===== config.mk =====
export PLATFORM = sky130hd
export DESIGN_NAME = usb_susp_ctl
export DESIGN_NICKNAME = d
export VERILOG_FILES = /design/src/rtl/usr_pkg.sv /design/src/rtl/usr_ctl_regs.sv /design/src/rtl/usr_stat_flags.sv /design/src/rtl/usr_edge_det.sv /design/src/rtl/usb_susp_ctl.sv
export SDC_FILE = /design/constraint.sdc
export NUM_CORES = 1
export LEC_CHECK = 0
export BUFFER_PORTS_ARGS = -buffer_cell sky130_fd_sc_hd__clkbuf_2
export CAP_MARGIN = 0
export CORE_AREA = 4 4 41 43
export CTS_BUF_LIST = sky130_fd_sc_hd__clkbuf_8
export DETAILED_ROUTE_END_ITERATION = 16
export DIE_AREA = 0 0 45 47
export PLACE_DENSITY = 0.58
export REMOVE_ABC_BUFFERS = 1
export SKIP_LAST_GASP = 1
export SLEW_MARGIN = 20
export SYNTH_ARGS = -nofsm -noshare
export SYNTH_HDL_FRONTEND = slang
export SYNTH_HIERARCHICAL = 1
export SYNTH_SLANG_ARGS = --single-unit

===== constraint.sdc =====
create_clock -name clk -period 1.1 [get_ports clk]
set_clock_uncertainty 0.1 [all_clocks]
set_input_delay 0.11 -clock clk [delete_from_list [all_inputs] [get_ports clk]]
set_output_delay 0.11 -clock clk [all_outputs]
set_load 0.01 [all_outputs]

===== src/rtl/usr_pkg.sv =====
package usr_pkg;

    localparam int REG_W   = 8;
    localparam int NUM_EVT = 3;

    // bit positions in the CPU-visible image
    localparam int B_SUSP   = 0;
    localparam int B_RMWK   = 1;
    localparam int B_BRST   = 2;
    localparam int B_RESUME = 3;
    localparam int B_REGEN  = 4;
    localparam int B_RSTEN  = 7;

    // event vector indices
    localparam int E_SUSP   = 0;
    localparam int E_BRST   = 1;
    localparam int E_RESUME = 2;

    typedef struct packed {
        logic resume;
        logic brst;
        logic susp;
    } evt_t;

    typedef struct packed {
        logic rst_en;
        logic reg_on;
        logic rwk;
    } ctl_t;

    localparam ctl_t CTL_RST = '{rst_en: 1'b1, reg_on: 1'b0, rwk: 1'b0};
    localparam evt_t EVT_RST = '{resume: 1'b0, brst: 1'b0, susp: 1'b0};

    function automatic ctl_t ctl_from_bus(input logic [REG_W-1:0] d);
        ctl_t c;
        c.rst_en = d[B_RSTEN];
        c.reg_on = d[B_REGEN];
        c.rwk    = d[B_RMWK];
        return c;
    endfunction

    function automatic logic [REG_W-1:0] pack_image(input evt_t e, input ctl_t c);
        logic [REG_W-1:0] r;
        r           = '0;
        r[B_SUSP]   = e.susp;
        r[B_RMWK]   = c.rwk;
        r[B_BRST]   = e.brst;
        r[B_RESUME] = e.resume;
        r[B_REGEN]  = c.reg_on;
        r[B_RSTEN]  = c.rst_en;
        return r;
    endfunction

endpackage


===== src/rtl/usr_ctl_regs.sv =====
module usr_ctl_regs
    import usr_pkg::*;
(
    input  logic             clk,
    input  logic             rst,
    input  logic             we,
    input  logic [REG_W-1:0] wdata,
    output ctl_t             ctl
);
    ctl_t ctl_q;
    ctl_t ctl_d;

    always_comb begin
        ctl_d = ctl_q;
        if (we) ctl_d = ctl_from_bus(wdata);
    end

    always_ff @(posedge clk) begin
        if (rst) ctl_q <= CTL_RST;
        else     ctl_q <= ctl_d;
    end

    assign ctl = ctl_q;
endmodule


===== src/rtl/usr_stat_flags.sv =====
module usr_stat_flags
    import usr_pkg::*;
(
    input  logic clk,
    input  logic rst,
    input  logic suspend_in,
    input  logic busrst_in,
    input  logic resume_det_in,
    output evt_t cur,
    output evt_t nxt
);
    evt_t cur_q;
    evt_t nxt_c;
    logic susp_fall;

    assign susp_fall = cur_q.susp & ~suspend_in;

    always_comb begin
        nxt_c.susp = suspend_in;
        nxt_c.brst = busrst_in;
        if (susp_fall)          nxt_c.resume = 1'b0;
        else if (resume_det_in) nxt_c.resume = 1'b1;
        else                    nxt_c.resume = cur_q.resume;
    end

    always_ff @(posedge clk) begin
        if (rst) cur_q <= EVT_RST;
        else     cur_q <= nxt_c;
    end

    assign cur = cur_q;
    assign nxt = nxt_c;
endmodule


===== src/rtl/usr_edge_det.sv =====
module usr_edge_det #(
    parameter int N = 3
) (
    input  logic         clk,
    input  logic         rst,
    input  logic [N-1:0] cur,
    input  logic [N-1:0] nxt,
    output logic [N-1:0] rise
);
    for (genvar i = 0; i < N; i++) begin : g_bit
        logic pulse_q;
        always_ff @(posedge clk) begin
            if (rst) pulse_q <= 1'b0;
            else     pulse_q <= nxt[i] & ~cur[i];
        end
        assign rise[i] = pulse_q;
    end
endmodule


===== src/rtl/usb_susp_ctl.sv =====
module usb_susp_ctl
    import usr_pkg::*;
(
    input  logic             clk,
    input  logic             rst,
    input  logic             cpu_we,
    input  logic [REG_W-1:0] cpu_wdata,
    output logic [REG_W-1:0] cpu_rdata,
    input  logic             sie_suspend,
    input  logic             sie_busrst,
    input  logic             sie_resume_det,
    output logic             usb_irq,
    output logic             wake_req,
    output logic             rwk_cmd,
    output logic             reg_en,
    output logic             cpu_rst
);
    ctl_t               ctl;
    evt_t               ev_cur;
    evt_t               ev_nxt;
    logic [NUM_EVT-1:0] rise;

    usr_ctl_regs u_ctl (
        .clk   (clk),
        .rst   (rst),
        .we    (cpu_we),
        .wdata (cpu_wdata),
        .ctl   (ctl)
    );

    usr_stat_flags u_flags (
        .clk           (clk),
        .rst           (rst),
        .suspend_in    (sie_suspend),
        .busrst_in     (sie_busrst),
        .resume_det_in (sie_resume_det),
        .cur           (ev_cur),
        .nxt           (ev_nxt)
    );

    usr_edge_det #(.N(NUM_EVT)) u_edge (
        .clk  (clk),
        .rst  (rst),
        .cur  (ev_cur),
        .nxt  (ev_nxt),
        .rise (rise)
    );

    assign cpu_rdata = pack_image(ev_cur, ctl);
    assign usb_irq   = |rise;
    assign wake_req  = rise[E_RESUME];
    assign rwk_cmd   = ctl.rwk;
    assign reg_en    = ctl.reg_on;
    assign cpu_rst   = sie_busrst & ctl.rst_en;
endmodule


# [Yosys cells after proc, flatten, opt, wreduce, memory -nomap -nowiden]
# Cells that the tools add are included.
# Widths: inputs -> output; s select.
[word_totals] out_inout_bits=13 register_bits=9 elab_cells=21 inputBits=14
[classes] n_reduce_logical=1 n_bitwise=9 muxes=2
[ops] operator="$and 1x1->1" count=5
[ops] operator="$not 1->1" count=4
[ops] operator="$reduce_or 3->1" count=1
[ops] operator="$mux 1" count=2

# [Logic depth before layout (Yosys ltp)]
[depth] depth_word=4 depth_mapped=3 depth_no_buf=3

# [By module]
# Netlist, hierarchy kept.
[by_module_without_submodules] module="usr_edge_det" instances=1 seq_area_each_um2=60.1 area_each_um2=110.1 cells_each=9
[by_module_without_submodules] module="usr_stat_flags" instances=1 seq_area_each_um2=60.1 area_each_um2=110.1 cells_each=11
[by_module_without_submodules] module="usr_ctl_regs" instances=1 seq_area_each_um2=60.1 area_each_um2=102.6 cells_each=9
[by_module_without_submodules] module="usb_susp_ctl" instances=1 seq_area_each_um2=0.0 area_each_um2=46.3 cells_each=7

# [Least setup slack after synthesis]
# No wires, ideal clock.
[synth_timing] kind="register -> output" from="register u_edge.g_bit[1].pulse_q" to="output usb_irq" required_ns=0.890 slack_ns=0.096 n_path_buf=1 stages_incl_launch_ff=3 arrival_ns=0.794 cell_sequence="dfxtp_1 > buf_4 > or3_1"
[synth_via] elab_chain_cells=1
[synth_rtl] item="start, declared" line="usr_edge_det.sv:11" source="logic pulse_q;"
[synth_rtl] item="start signal, assigned" line="usr_edge_det.sv:14" source="else pulse_q <= nxt[i] & ~cur[i];"
[synth_rtl] item="$reduce_or 3->1" line="usb_susp_ctl.sv:50" source="assign usb_irq = |rise;"
[synth_rtl] item="end, declared" line="usb_susp_ctl.sv:12" source="output logic usb_irq,"
# Every way passes these cells.

# [Worst setup path in the final report]
[layout_timing] from="register u_edge.g_bit[0].pulse_q" to="output usb_irq"
[layout_via] elab_chain_cells=1
[layout_rtl] item="start, declared" line="usr_edge_det.sv:11"
[layout_rtl] item="start signal, assigned" line="usr_edge_det.sv:14"
[layout_rtl] item="$reduce_or 3->1" line="usb_susp_ctl.sv:50"
# Every way passes these cells.

==> impl_metrics.env <==
export IMPL_yosysTopAreaCell="dfxtp_1"
export IMPL_hold_path_class="input pin to flop"
export IMPL_syn_inst=36
export IMPL_status="complete, but fails checks"
export IMPL_fin_ws_ns=-0.100
export IMPL_path_depth=2
export IMPL_wl_per_cell_um=8.93
export IMPL_synth_top_area_share_pct=48.8
export IMPL_clk_pin_slew_ns=0.04
export IMPL_rows=13
export IMPL_rsz0062_at_grt="yes"
export IMPL_worstHoldPathCells=3
export IMPL_crit_path_max_incr_delay_ns=0.35
export IMPL_pwr_density_cell_nw_per_um2=1730
export IMPL_hold_violations=0
export IMPL_violations="negative setup slack"
export IMPL_grt_first_pass_wirelength_um=986
export IMPL_synth_area_um2=369
export IMPL_initial_core_util_pct=28.4
export IMPL_cts_buffer_depth=2
export IMPL_placed_cell_area_um2=419
export IMPL_critPathBufInv=1
export IMPL_ant_nets=0
export IMPL_synthTopCellsByArea="dfxtp_1 (49%), buf_4 (18%), mux2i_1 (5.4%), nor2_1 (4.1%), nor3b_1 (4.1%)"
export IMPL_endpoint_kind="output port"
export IMPL_p_leak_nw=0.242
export IMPL_timing_rr_start="u_flags/cur[2]"
export IMPL_grt_pass1_vias=252
export IMPL_ctsResizeCount=0
export IMPL_die_width_um=45
export IMPL_arrival_ns=0.99
export IMPL_rr_worst_depth=3
export IMPL_crit_type="flop to output port"
export IMPL_cp_top_family="simple AND/OR/NAND/NOR gates"
export IMPL_h_tree_depth=1
export IMPL_synth_avg_cell_area_um2=10.3
export IMPL_insertion_delay_ns=0.22
export IMPL_place_congestion=0.629
export IMPL_rr_endpoint="u_edge/g_bit[2].pulse_q"
export IMPL_nets=67
export IMPL_remaining_drc_errors=0
export IMPL_cts_tree="yes"
export IMPL_io_pins=27
export IMPL_die_height_um=47
export IMPL_setup_violations=1
export IMPL_vias_per_cell=3.93
export IMPL_ys_seq_area_share_pct=48.8
export IMPL_slew_viol_final=0
export IMPL_max_freq_ghz=0.833
export IMPL_cts_made_buffers=3
export IMPL_setup_worst_path_start_class="flop"
export IMPL_final_core_util_pct=36.4
export IMPL_synth_distinct_cells=14
export IMPL_r2r_slack_ns=0.17
export IMPL_dieArea_um2=2120
export IMPL_cts_root_buf="clkbuf_8"
export IMPL_totalWireLength_um=598
export IMPL_fin_crit_ns=1.20
export IMPL_holdWs_ns=0.0208
export IMPL_hold_end="u_ctl/ctl[1]"
export IMPL_hpwl_um=464
export IMPL_worstPathRequired_ns=0.89
export IMPL_overflow=0
export IMPL_final_cell_area_um2=474
export IMPL_drive_gt1_share_pct=46.2
export IMPL_grt_use_total_pct=6.82
export IMPL_vdd_drop_max_uv=862
export IMPL_cp_max_fo=1
export IMPL_ys_seq_elements=9
export IMPL_core_um2=1300
export IMPL_crit_path_cell_trace="or3_1 -> clkbuf_2"
export IMPL_crit_slowest_cell="or3_1"
export IMPL_area_delta_synth_final_pct=28.5
export IMPL_hp_start="cpu_wdata[4]"
export IMPL_port_buffer_count=19
export IMPL_drt_iter0_drc=12
export IMPL_cts_setup_buffers=0
export IMPL_drv_cap=0
export IMPL_finalCritPeriodShare_pct=109
export IMPL_yosys_warnings=6
export IMPL_post_place_ws_ns=0.135
export IMPL_dr_pass1_iters=4
export IMPL_grt_max_degree=10
export IMPL_antenna_found_initial=0
export IMPL_cts_sinks=9
export IMPL_fin_tns_setup_ns=-0.100
export IMPL_num_antenna_cells=0
export IMPL_vias=263
## sequential cells by signal (all words and copies together) (netlist names)
signal	flops
u_ctl/ctl	3
u_edge/g_bit.pulse_q	3
u_flags/cur	3
## timing repair
action	CTS	global route
hold buffers	1	0
hold endpoints to repair	1	0
gates cloned	0	0
pin swaps	1	0
endpoints found under the setup margin	1	1
## cell families (layout without fill, tap and decap cells)
family,Yosys count,in the layout,share of synthesized area (%)
simple gates,11,11,18.3
flops,9,9,48.8
other cells,1,2,1.02
compound gates,3,3,7.12
mux,2,2,5.42
buf+inv,10,25,19.3
## tightest hold or removal path, cell delays in order
cell and delay, ns:
clkbuf_2 0.07, mux2i_1 0.05, nor2_1 0.07
## layer usage
| layer | track usage [%] | vias up | wire [µm] |
|---|---|---|---|
| li1 | - | 138 | - |
| met2 | 8.47 | 19 | 218 |
| met3 | 3.83 | 0 | 90 |
| met1 | 8.51 | 106 | 289 |
| met4 | 5.26 | 0 | 0 |
| met5 | 0 | - | 0 |
## report_power, final
group | total, mW | internal [mW] | leakage, nW | switching [mW]
clock network | 0.361 | 0.242 | 0.0269 | 0.119
logic | 0.0988 | 0.0494 | 0.141 | 0.0495
registers | 0.360 | 0.348 | 0.0748 | 0.0118
## cell usage in the layout, fill, tap and decap left out
cell / instances
a211o_1: 1
a211oi_2: 1
a21oi_1: 1
and2_1: 1
clkbuf_2: 19
clkbuf_8: 3
conb_1: 2
dfxtp_1: 9
dlygate4sd3_1: 1
inv_1: 2
mux2i_1: 2
nor2_1: 4
nor2b_1: 2
nor3b_1: 2
nor3b_2: 1
or3_1: 1
## cell usage after synthesis (all sizes together)
library cell  count
and2              1
buf               9
a21oi             1
a211oi            1
a211o             1
inv               1
or3               1
nor2              4
nor2b             2
nor3b             3
dfxtp             9
mux2i             2
conb              1
## layout make-up
cell class              count  area [µm²]
inverters                   1        3.75
repair buffers             20         105
well taps                  15        18.8
flip-flops and latches      9         180
clock inverters             1        3.75
multi-input cells          18         121
clock buffers               3        41.3
fillers                   141         827
## through the flow
step	total power, mW	cells
3_5_place_dp	0.462	62
4_1_cts	0.830	67
3_3_place_gp	0.461	62
6_report	0.819	67
2_1_floorplan	0.411	28
5_1_grt	0.859	67
## how the worst max path moves through the flow
stage | from | end | slack [ns]
3_5_place_dp | u_edge/g_bit[1].pulse_q | usb_irq | 0.13
6_report | u_edge/g_bit[0].pulse_q | usb_irq | -0.10
2_1_floorplan | u_edge/g_bit[1].pulse_q | usb_irq | 0.21
4_1_cts | u_edge/g_bit[0].pulse_q | usb_irq | -0.11
3_3_place_gp | u_edge/g_bit[1].pulse_q | usb_irq | 0.13
5_1_grt | u_edge/g_bit[0].pulse_q | usb_irq | -0.15
No activity file was read; power rests on OpenSTA's default activity.
